## src/rtl/amo_pkg.sv

```systemverilog
package amo_pkg;

  typedef enum logic [3:0] {
    OP_SWAP = 4'd0,
    OP_ADD  = 4'd1,
    OP_XOR  = 4'd2,
    OP_AND  = 4'd3,
    OP_OR   = 4'd4,
    OP_MIN  = 4'd5,
    OP_MAX  = 4'd6,
    OP_MINU = 4'd7,
    OP_MAXU = 4'd8
  } amo_op_e;

  typedef enum logic [1:0] {
    ACC_B = 2'd0,
    ACC_H = 2'd1,
    ACC_W = 2'd2,
    ACC_D = 2'd3
  } acc_w_e;

  localparam int unsigned LAST_OP = 8;

  // Number of significant bits for an access width, clamped to the datapath.
  function automatic int unsigned keep_bits(input logic [1:0] w, input int unsigned xlen);
    int unsigned n;
    case (w)
      2'd0:    n = 8;
      2'd1:    n = 16;
      2'd2:    n = 32;
      default: n = 64;
    endcase
    return (n > xlen) ? xlen : n;
  endfunction

  function automatic logic op_unsigned(input logic [3:0] op);
    return (op == OP_MINU) || (op == OP_MAXU);
  endfunction

endpackage

```

## src/rtl/amo_extend.sv

```systemverilog
module amo_extend #(
  parameter int unsigned XLEN = 64
) (
  input  logic [XLEN-1:0] val_in,
  input  logic [1:0]      width,
  input  logic            zero_fill,
  output logic [XLEN-1:0] val_out
);
  import amo_pkg::*;

  localparam int unsigned SHW = $clog2(XLEN + 1);

  logic [SHW-1:0]  shamt;
  logic [XLEN-1:0] pushed;
  logic [XLEN-1:0] z_ext;
  logic [XLEN-1:0] s_ext;

  always_comb begin
    shamt  = SHW'(XLEN - keep_bits(width, XLEN));
    pushed = val_in << shamt;
    z_ext  = pushed >> shamt;
    s_ext  = XLEN'($signed(pushed) >>> shamt);
    val_out = zero_fill ? z_ext : s_ext;
  end

endmodule

```

## src/rtl/amo_op_unit.sv

```systemverilog
module amo_op_unit #(
  parameter int unsigned XLEN = 64
) (
  input  logic [3:0]      op,
  input  logic [XLEN-1:0] src_a,
  input  logic [XLEN-1:0] src_b,
  output logic [XLEN-1:0] result,
  output logic            op_illegal
);
  import amo_pkg::*;

  logic a_lt_s;
  logic a_lt_u;

  always_comb begin
    a_lt_s = $signed(src_a) < $signed(src_b);
    a_lt_u = src_a < src_b;
    op_illegal = 1'b0;
    case (op)
      OP_SWAP: result = src_a;
      OP_ADD:  result = src_a + src_b;
      OP_XOR:  result = src_a ^ src_b;
      OP_AND:  result = src_a & src_b;
      OP_OR:   result = src_a | src_b;
      OP_MIN:  result = a_lt_s ? src_a : src_b;
      OP_MAX:  result = a_lt_s ? src_b : src_a;
      OP_MINU: result = a_lt_u ? src_a : src_b;
      OP_MAXU: result = a_lt_u ? src_b : src_a;
      default: begin
        result     = '0;
        op_illegal = 1'b1;
      end
    endcase
  end

endmodule

```

## src/rtl/amo_lane_pack.sv

```systemverilog
module amo_lane_pack #(
  parameter int unsigned XLEN  = 64,
  parameter int unsigned MASKW = XLEN / 8
) (
  input  logic [1:0]       width,
  input  logic [XLEN-1:0]  result,
  output logic [XLEN-1:0]  st_data,
  output logic [MASKW-1:0] st_mask,
  output logic             width_bad
);
  import amo_pkg::*;

  localparam int unsigned SHW    = $clog2(XLEN + 1);
  localparam bit          DBL_OK = (XLEN == 64);

  logic [SHW-1:0]  shamt;
  logic [XLEN-1:0] low_ones;
  logic [8:0]      lane_run;

  always_comb begin
    shamt     = SHW'(XLEN - keep_bits(width, XLEN));
    low_ones  = {XLEN{1'b1}} >> shamt;
    st_data   = result & low_ones;
    lane_run  = (9'd1 << (keep_bits(width, XLEN) / 8)) - 9'd1;
    st_mask   = lane_run[MASKW-1:0];
    width_bad = (width == ACC_D) && !DBL_OK;
  end

endmodule

```

## src/rtl/amo_alu.sv

```systemverilog
module amo_alu #(
  parameter int unsigned XLEN = 64
) (
  input  logic                clk,
  input  logic                rst,
  input  logic [3:0]          op_sel,
  input  logic [1:0]          acc_width,
  input  logic [XLEN-1:0]     reg_opnd,
  input  logic [XLEN-1:0]     mem_load,
  output logic [XLEN-1:0]     store_data,
  output logic [XLEN/8-1:0]   store_mask,
  output logic [XLEN-1:0]     ret_data,
  output logic                bad_op,
  output logic                bad_width
);
  import amo_pkg::*;

  localparam int unsigned MASKW = XLEN / 8;

  logic            zfill;
  logic [XLEN-1:0] opnd_ext;
  logic [XLEN-1:0] load_ext;
  logic [XLEN-1:0] load_ret;
  logic [XLEN-1:0] op_res;
  logic            op_ill;
  logic [XLEN-1:0] st_d;
  logic [MASKW-1:0] st_m;
  logic            w_bad;
  logic            any_err;

  assign zfill = op_unsigned(op_sel);

  amo_extend #(.XLEN(XLEN)) u_ext_reg (
    .val_in(reg_opnd), .width(acc_width), .zero_fill(zfill), .val_out(opnd_ext)
  );

  amo_extend #(.XLEN(XLEN)) u_ext_load (
    .val_in(mem_load), .width(acc_width), .zero_fill(zfill), .val_out(load_ext)
  );

  amo_extend #(.XLEN(XLEN)) u_ext_ret (
    .val_in(mem_load), .width(acc_width), .zero_fill(1'b0), .val_out(load_ret)
  );

  amo_op_unit #(.XLEN(XLEN)) u_op (
    .op(op_sel), .src_a(opnd_ext), .src_b(load_ext), .result(op_res), .op_illegal(op_ill)
  );

  amo_lane_pack #(.XLEN(XLEN), .MASKW(MASKW)) u_pack (
    .width(acc_width), .result(op_res), .st_data(st_d), .st_mask(st_m), .width_bad(w_bad)
  );

  assign any_err = op_ill || w_bad;

  always_ff @(posedge clk) begin
    if (rst) begin
      store_data <= '0;
      store_mask <= '0;
      ret_data   <= '0;
      bad_op     <= 1'b0;
      bad_width  <= 1'b0;
    end else begin
      store_data <= any_err ? '0 : st_d;
      store_mask <= any_err ? '0 : st_m;
      ret_data   <= any_err ? '0 : load_ret;
      bad_op     <= op_ill;
      bad_width  <= w_bad;
    end
  end

  // Checker state: one clean cycle after reset before looking into the past.
  logic primed;
  always_ff @(posedge clk) begin
    if (rst) primed <= 1'b0;
    else     primed <= 1'b1;
  end

  logic [XLEN-1:0] lane_bits;
  for (genvar b = 0; b < MASKW; b++) begin : g_lane
    assign lane_bits[8*b +: 8] = {8{store_mask[b]}};
  end

  p_mask_contig_r8: assert property (@(posedge clk) disable iff (rst)
    ((store_mask & (store_mask + 1'b1)) == '0));

  p_store_in_lanes_r8: assert property (@(posedge clk) disable iff (rst)
    ((store_data & ~lane_bits) == '0));

  p_err_quiet_r10: assert property (@(posedge clk) disable iff (rst)
    (bad_op || bad_width) |-> (store_data == '0 && store_mask == '0 && ret_data == '0));

  p_ret_sext_r9: assert property (@(posedge clk) disable iff (rst || !primed)
    (!bad_op && !bad_width && $past(acc_width) == 2'd0)
      |-> (ret_data == {{(XLEN-8){ret_data[7]}}, ret_data[7:0]}));

  p_width_src_r11: assert property (@(posedge clk) disable iff (rst || !primed)
    bad_width |-> ($past(acc_width) == 2'd3));

endmodule

```

## config.mk

```make
export PLATFORM = sky130hd
export DESIGN_NAME = amo_alu
export DESIGN_NICKNAME = d
export VERILOG_FILES = /design/src/rtl/amo_pkg.sv /design/src/rtl/amo_extend.sv /design/src/rtl/amo_op_unit.sv /design/src/rtl/amo_lane_pack.sv /design/src/rtl/amo_alu.sv
export SDC_FILE = /design/constraint.sdc
export NUM_CORES = 1
export LEC_CHECK = 0
export BUFFER_PORTS_ARGS = -buffer_cell sky130_fd_sc_hd__buf_2
export CAP_MARGIN = 20
export CORE_MARGIN = 5
export CORE_UTILIZATION = 45
export CTS_CLUSTER_SIZE = 25
export DETAILED_ROUTE_END_ITERATION = 6
export MAX_ROUTING_LAYER = met4
export PLACE_DENSITY_LB_ADDON = 0.25
export RECOVER_POWER = 50
export SLEW_MARGIN = 20
export SYNTH_ARGS = -nofsm -noshare
export SYNTH_HDL_FRONTEND = slang
export SYNTH_SLANG_ARGS = --single-unit
export TNS_END_PERCENT = 20
```

## constraint.sdc

```tcl
create_clock -name clk -period 6.54 [get_ports clk]
set_input_delay 0.654 -clock clk [delete_from_list [all_inputs] [get_ports clk]]
set_output_delay 0.654 -clock clk [all_outputs]
set_load 0.02 [all_outputs]
```

==> impl_summary.log, run 1 <==
INFO  metric gr-usage-met1 = 39.19%
INFO  metric async_reset_ff_share = 0%
INFO  metric post-synth-top-area-cell = sky130_fd_sc_hd__dfxtp_1
INFO  metric boundaryPins = 274
INFO  metric power_density = 222.5 nW/um2
INFO  metric timing.critical_path.slowest_cell_delay = 0.68 ns
INFO  metric worstMarginPinSlew = 1.656 ns
INFO  metric mostFrequentLayoutCells = sky130_fd_sc_hd__nor2_1, sky130_fd_sc_hd__a21oi_1, sky130_fd_sc_hd__ha_1, sky130_fd_sc_hd__inv_1, sky130_fd_sc_hd__nand2_1
INFO  metric post-route-min-period = 5.761 ns
INFO  metric tritoncts_num_sinks = 134
INFO  metric clock_pin_transition_on_the_worst_setup_and_hold_timing_paths = 0.07 ns
INFO  metric placedInstanceArea = 15530 um2
INFO  metric sum_of_negative_setup_slack = 0 ns
INFO  metric postLayoutCellArea = 15990 um2
INFO  metric vias = 15273
INFO  metric maxCapViolations = 1
INFO  metric design.final.nets = 2485
INFO  metric total_routed_length = 51840 um
INFO  metric post_synth_instance_area = 13810 um2
INFO  metric critical_path.startpoint_type = primary input
INFO  metric total_leakage_power = 7.722 nW
INFO  metric finalWorstSetupSlack = 0.7791 ns
INFO  metric start_util = 45.37%
INFO  metric cts_htree_levels = 4
INFO  metric period_utilization = 88.09%
INFO  metric number_of_standard_cells_after_synthesis = 1959
INFO  metric grt_busiest_layer = met2
INFO  metric post_drt_wl_per_cell = 20.21 um
INFO  metric finalSetupViolCount = 0
INFO  metric cts_hold_repair.buffers = 0
INFO  metric grt.met2_usage = 46.81%
INFO  metric dp_slack = 0.5475 ns
INFO  metric drt_pass1_iterations = 5
INFO  metric timing_hold_violations_final = 0
INFO  metric cp-end-kind = flop
INFO  metric report.final.slew_viol_count = 31
INFO  metric violated_checks = max-capacitance violations, max-slew violations
INFO  metric post_route_cells_drive_above_1_share = 12.72%
INFO  metric detailed_place_hpwl = 38470 um
INFO  metric post_drt_via_cell_ratio = 5.954
INFO  metric grt_util_met3 = 4.674%
INFO  metric antenna_found_initial = 0
INFO  metric detail_route.iter0.violations = 1415
INFO  metric grt_start_max_net_pins = 77
INFO  metric grt_use_total = 29.91%
INFO  metric grt_overflow = 0
INFO  metric clock_tree_from_tritoncts = built
INFO  metric yosys_warnings = 0
INFO  metric postSynthRegisterBits = 134
INFO  metric ir_worst_vdd = 0.0001919 V
INFO  metric gpl.final_weighted_congestion = 0.9715
INFO  metric postSynthAreaPerCell = 7.047 um2
INFO  metric diodes = 0
INFO  metric hold_path_class = in2reg
INFO  metric slowest_cp_cell = sky130_fd_sc_hd__nor3_1
INFO  metric run_status = complete, but fails checks
INFO  metric placementRows = 64
INFO  metric timing.setup.critical_path_class = in2reg
INFO  metric synth_net_count = 2288
INFO  metric synth_edf_count = 0
INFO  metric critPathArrivalTime = 6.03 ns
INFO  metric ctsRootBufferMaster = sky130_fd_sc_hd__clkbuf_16
INFO  metric power = 3.557 mW
INFO  metric synthFlopType = sky130_fd_sc_hd__dfxtp_1
INFO  metric coreArea = 30430 um2
INFO  metric layout_area_overhead = 15.81%
INFO  metric synth.area.top_cells = sky130_fd_sc_hd__dfxtp_1, sky130_fd_sc_hd__ha_1, sky130_fd_sc_hd__a21oi_1
INFO  metric io_buffers = 272
INFO  metric grt_first_pass_wirelength = 79590 um
INFO  metric hold_depth = 2
INFO  metric die_h = 185.2 um
INFO  metric synth.distinct_cells = 81
INFO  metric drc = 0
INFO  metric crit_path_cell_trace = clkbuf_1 -> nor3_1 -> nand2_1 -> o21ai_1 -> nor2_1 -> nand2_1 -> buf_4 -> nand2_1 -> ha_1 -> nor3_1 -> nand4_1 -> or3_4 -> nor3_4 -> o31a_1 -> a31oi_1 -> a21boi_2 -> nor2_4 -> buf_12 -> a221oi_1 -> a21oi_1
INFO  metric cts-resized-gates = 0
INFO  metric final_antenna_net_count = 0
INFO  metric critical_path_peak_fanout = 29
INFO  metric numCtsBuffers = 17
INFO  metric grt_pass1_vias = 14754
INFO  metric fp.dieArea = 34280 um2
INFO  metric max_clock_freq = 0.1736 GHz
INFO  metric slew_headroom = -10.42%
INFO  metric synth_top_area_share = 19.43%
INFO  metric rsz0062_at_grt = false
INFO  metric die_width = 185.2 um
INFO  metric most_common_cell_after_layout_fill_and_taps_aside = sky130_fd_sc_hd__nor2_1
INFO  metric ctsLongestPathBuffers = 2
INFO  metric required_worst_endpoint = 6.81 ns
INFO  metric critical-path-top-cell-by-count = sky130_fd_sc_hd__nand2_1
INFO  metric synth-seq-area-share = 19.43%
INFO  metric postCtsSetupBuffers = 0
[where the power goes]
group          internal (mW)  total, mW  switching (mW)  leakage (nW)
combinational          0.571       1.64            1.07          6.34
sequential             0.862      0.875          0.0134          1.10
clock                  0.620       1.04           0.417         0.290
total                   2.05       3.56            1.50          7.72
[final timing paths]
check	from	to	slack [ns]
hold / removal	rst	bad_op	0.36
setup / recovery	op_sel[1]	store_data[7]	0.78
[cells by family (layout without fill, tap and decap cells)]
group / count (synthesis) / count (layout) / share of synthesized area [%]
AOI/OAI and AO/OA: 665 / 665 / 31.55
adders and majority gates: 193 / 193 / 17.55
muxes: 9 / 9 / 0.6526
buffers and inverters: 322 / 532 / 9.326
DFF: 134 / 134 / 19.43
xor gates and xnor gates: 6 / 6 / 0.3806
other: 1 / 1 / 0.02716
and+or+nand+nor: 629 / 629 / 21.09
[worst max-delay path: cells and delay by family]
family / cells / cell delay, ns
and+or+nand+nor: 10 / 2.80
AOI/OAI and AO/OA: 6 / 1.45
buffers and inverters: 3 / 0.72
adders and majority gates: 1 / 0.38
[cell type report]
type | instances | area [um2]
multi-input cells | 1503 | 9893
fillers | 3111 | 14440
clock buffers | 21 | 460.4
flip-flops and latches | 134 | 2683
clock inverters | 11 | 148.9
inverters | 169 | 634.4
well taps | 396 | 495.5
repair buffers | 331 | 1673
[cell usage after synthesis (6+ instances only)]
cell type and instances:
sky130_fd_sc_hd__a211o_1 8, sky130_fd_sc_hd__a211oi_1 12, sky130_fd_sc_hd__a21o_1 85, sky130_fd_sc_hd__a21oi_1 210
sky130_fd_sc_hd__a221o_1 6, sky130_fd_sc_hd__a221oi_1 52, sky130_fd_sc_hd__a22oi_1 34, sky130_fd_sc_hd__a31oi_1 24
sky130_fd_sc_hd__a41oi_1 6, sky130_fd_sc_hd__and2_1 7, sky130_fd_sc_hd__and3_1 21, sky130_fd_sc_hd__buf_1 7
sky130_fd_sc_hd__buf_2 15, sky130_fd_sc_hd__buf_4 8, sky130_fd_sc_hd__clkbuf_1 119, sky130_fd_sc_hd__dfxtp_1 134
sky130_fd_sc_hd__ha_1 192, sky130_fd_sc_hd__inv_1 166, sky130_fd_sc_hd__mux2i_1 9, sky130_fd_sc_hd__nand2_1 167
sky130_fd_sc_hd__nand2b_1 17, sky130_fd_sc_hd__nand3_1 26, sky130_fd_sc_hd__nand4_1 23, sky130_fd_sc_hd__nor2_1 236
sky130_fd_sc_hd__nor2b_1 23, sky130_fd_sc_hd__nor3_1 49, sky130_fd_sc_hd__nor4_1 17, sky130_fd_sc_hd__o211ai_1 7
sky130_fd_sc_hd__o21a_1 17, sky130_fd_sc_hd__o21ai_0 112, sky130_fd_sc_hd__o21bai_1 17, sky130_fd_sc_hd__o221ai_1 14
sky130_fd_sc_hd__o31ai_1 15, sky130_fd_sc_hd__or2_2 7, sky130_fd_sc_hd__or3_1 16
[layer usage]
metal / vias to the layer above / share of wire [%]
met5: - / 0
met4: 0 / 3.0
li1: 7317 / -
met2: 738 / 46
met3: 95 / 8.4
met1: 7123 / 43
[registers in the layout (all words and copies together) (netlist names)]
register	count
ret_data	64
store_data	64
store_mask	5
bad_op	1
[per-stage QoR]
step                      hold WS (ns)  std cells  utilization [%]
after floorplan                 0.7264       1959                -
after CTS                       0.3487       2565            53.04
final                           0.3629       2565            52.54
after detailed placement        0.8342       2533            51.04
after global routing            0.3617       2565            52.54
after global placement          0.8230       2531            50.96
(Power assumes the default switching activity.)
==> run 2: changes to the inputs <==
--- a/config.mk
+++ b/config.mk
@@ -8,7 +8,7 @@
 export BUFFER_PORTS_ARGS = -buffer_cell sky130_fd_sc_hd__buf_2
 export CAP_MARGIN = 20
 export CORE_MARGIN = 5
-export CORE_UTILIZATION = 45
+export CORE_UTILIZATION = 55
 export CTS_CLUSTER_SIZE = 25
 export DETAILED_ROUTE_END_ITERATION = 6
 export MAX_ROUTING_LAYER = met4
==> impl_summary.log, run 2 (synthesis gave the netlist of run 1 again) <==
INFO  metric run_status = complete, but fails checks
INFO  metric violated_checks = max-capacitance violations, max-slew violations
INFO  metric grt.met2_usage = 56.64% (+9.8 points)
INFO  metric grt_busiest_layer = met2
INFO  metric ir_worst_vdd = 0.0001643 V (-14%)
INFO  metric max_clock_freq = 0.1707 GHz (-1.7%)
INFO  metric detail_route.iter0.violations = 1761 (+24%)
INFO  metric power_density = 224.0 nW/um2 (+0.70%)
INFO  metric post_route_cells_drive_above_1_share = 12.29% (-0.44 points)
INFO  metric placementRows = 58 (-9.4%)
INFO  metric grt_util_met3 = 5.424% (+0.75 points)
INFO  metric post_drt_wl_per_cell = 20.59 um (+1.9%)
INFO  metric coreArea = 24960 um2 (-18%)
INFO  metric switching_share = 42.48% (+0.21 points)
INFO  metric antenna_found_initial = 3 (+3)
INFO  metric min_from = rst
INFO  metric grt_first_pass_wirelength = 80260 um (+0.84%)
INFO  metric total_routed_length = 51450 um (-0.77%)
INFO  metric timing.setup.critical_path_class = in2reg
INFO  metric critical_path_peak_fanout = 21 (-28%)
INFO  metric largestRegisters = ret_data: 64 flops, store_data: 64 flops, store_mask: 5 flops
INFO  metric required_worst_endpoint = 6.84 ns (+0.03 ns)
INFO  metric power = 3.553 mW (about the same)
INFO  metric drt_pass1_iterations = 6 (+1)
INFO  metric postLayoutCellArea = 15860 um2 (-0.79%)
INFO  metric numCtsBuffers = 17 (unchanged)
INFO  metric grt_overflow = 0 (unchanged)
INFO  metric drc = 0 (unchanged)
INFO  metric vias = 15714 (+2.9%)
INFO  metric finalSetupViolCount = 0 (unchanged)
INFO  metric critPathArrivalTime = 6.16 ns (+0.13 ns)
INFO  metric cp-end-kind = flop
INFO  metric final_antenna_net_count = 0 (unchanged)
INFO  metric internal_power = 2.044 mW (-0.46%)
INFO  metric placedInstanceArea = 15400 um2 (-0.83%)
INFO  metric sum_of_negative_setup_slack = 0 ns (unchanged)
INFO  metric finalWorstSetupSlack = 0.6821 ns (-0.09695 ns)
INFO  metric clock_pin_transition_on_the_worst_setup_and_hold_timing_paths = 0.07 ns (about the same)
INFO  metric io_buffers = 272 (unchanged)
INFO  metric slew_headroom = -15.83% (-5.4 points)
INFO  metric sequentialPowerShare = 24.6% (about the same)
INFO  metric layout_cells_excl_fill = 2498 (-2.6%)
INFO  metric grt_start_max_net_pins = 65 (-16%)
INFO  metric n_fill_cell = 2418 (-22%)
INFO  metric timing_hold_violations_final = 0 (unchanged)
INFO  metric period_utilization = 89.57% (+1.5 points)
INFO  metric whs = 0.4008 ns (+0.03791 ns)
INFO  metric start_util = 55.30% (+9.9 points)
INFO  metric grt_pass1_vias = 14970 (+1.5%)
INFO  metric die_width = 168.4 um (-9.0%)
INFO  metric grt_use_total = 35.72% (+5.8 points)
INFO  metric dp_slack = 0.2628 ns (-0.2847 ns)
INFO  metric detailed_place_hpwl = 38100 um (-0.96%)
INFO  metric cts-resized-gates = 0 (unchanged)
INFO  metric clock_power_share = 29.4% (+0.2 points)
INFO  metric cts_hold_repair.buffers = 0 (unchanged)
INFO  metric design.final.nets = 2482 (-0.12%)
INFO  metric gr-usage-met1 = 45.73% (+6.5 points)
INFO  metric boundaryPins = 274 (unchanged)
INFO  metric critPathLaunch = op_sel[1]
INFO  metric mostFrequentLayoutCells = sky130_fd_sc_hd__nor2_1, sky130_fd_sc_hd__a21oi_1, sky130_fd_sc_hd__ha_1, sky130_fd_sc_hd__inv_1, sky130_fd_sc_hd__nand2_1
INFO  metric critical_path.startpoint_type = primary input
INFO  metric postCtsSetupBuffers = 0 (unchanged)
INFO  metric rsz0062_at_grt = false
INFO  metric cts_htree_levels = 4 (unchanged)
INFO  metric most_common_cell_after_layout_fill_and_taps_aside = sky130_fd_sc_hd__nor2_1
INFO  metric ctsRootBufferMaster = sky130_fd_sc_hd__clkbuf_16
INFO  metric layout_area_overhead = 14.89%
INFO  metric post-route-min-period = 5.858 ns (+0.09695 ns)
INFO  metric netSwitchingPower = 1.509 mW (+0.39%)
INFO  metric timing.critical_path.to = store_data[38]
INFO  metric clock_tree_from_tritoncts = built
INFO  metric hold_path_class = in2reg
INFO  metric maxCapViolations = 1 (unchanged)
INFO  metric report.final.slew_viol_count = 31 (unchanged)
INFO  metric worstMarginPinSlew = 1.738 ns (+0.08121 ns)
INFO  metric ctsLongestPathBuffers = 2 (unchanged)
INFO  metric finalCoreUtilization = 63.54% (+11 points)
INFO  metric post_drt_via_cell_ratio = 6.291 (+5.6%)
INFO  metric total_leakage_power = 7.663 nW (-0.76%)
INFO  metric fp.dieArea = 28370 um2 (-17%)
INFO  metric gpl.final_weighted_congestion = 1.029 (+5.9%)
INFO  metric tritoncts_num_sinks = 134 (unchanged)
INFO  metric die_h = 168.4 um (-9.0%)
INFO  metric dpl.cell_count = 2464 (-2.7%)
INFO  metric share_comb_of_total_power = 46.0% (-0.2 points)
-- run 2: changes by cell type in the layout (fill, tap and decap cells not counted), moves of 2 or more --
cell,previous run,this run
sky130_fd_sc_hd__diode_2,0,3
sky130_fd_sc_hd__clkbuf_1,121,127
sky130_fd_sc_hd__buf_2,154,147
sky130_fd_sc_hd__buf_6,2,0
-- run 2: worst min path at each step --
stage              to  slack [ns]  cells past startpoint
2_1_floorplan  bad_op        0.73                      1
3_3_place_gp   bad_op        0.83                      2
4_1_cts        bad_op        0.39                      2
5_1_grt        bad_op        0.39                      2
3_5_place_dp   bad_op        0.84                      2
6_report       bad_op        0.40                      2
-- run 2: final cells by class --
type | instances | area (um2) | area share [%]
antenna | 3 | 7.507 | 0.04733
clock buffer | 20 | 456.7 | 2.879
clock inverter | 11 | 150.1 | 0.9466
inverter | 169 | 634.4 | 3.999
multi-input combinational | 1503 | 9883 | 62.31
sequential | 134 | 2683 | 16.91
tap | 330 | 412.9 | 2.603
timing repair buffer | 328 | 1634 | 10.30
-- run 2: worst max-delay path, stage by stage --
cell	delay, ns
sky130_fd_sc_hd__buf_2	0.18
sky130_fd_sc_hd__nor3_1	0.66
sky130_fd_sc_hd__a22oi_1	0.20
sky130_fd_sc_hd__o21a_1	0.51
sky130_fd_sc_hd__a21oi_1	0.55
sky130_fd_sc_hd__inv_1	0.13
sky130_fd_sc_hd__ha_1	0.38
sky130_fd_sc_hd__nor3_1	0.28
sky130_fd_sc_hd__nand4_1	0.20
sky130_fd_sc_hd__or3_4	0.45
sky130_fd_sc_hd__nor3_4	0.23
sky130_fd_sc_hd__o31a_1	0.19
sky130_fd_sc_hd__a31oi_1	0.14
sky130_fd_sc_hd__a21boi_2	0.45
sky130_fd_sc_hd__nor2_4	0.08
sky130_fd_sc_hd__buf_4	0.25
sky130_fd_sc_hd__a222oi_1	0.48
sky130_fd_sc_hd__a21oi_1	0.12
-- run 2: metal layers --
metal  wire length (um)  up-vias
met5                  0        -
met4               2097        0
met2              23370      848
met1              21390     7400
met3               4589      145
li1                   -     7321
-- run 2: power by group through the flow --
| stage | Combinational, mW | Sequential, mW | Clock [mW] |
|---|---|---|---|
| floorplan | 1.07 | 0.949 | 0 |
| global placement | 1.57 | 0.891 | 0 |
| detailed placement | 1.59 | 0.891 | 0 |
| CTS | 1.60 | 0.873 | 1.05 |
| global route | 1.77 | 0.879 | 1.09 |
| finish | 1.63 | 0.875 | 1.05 |
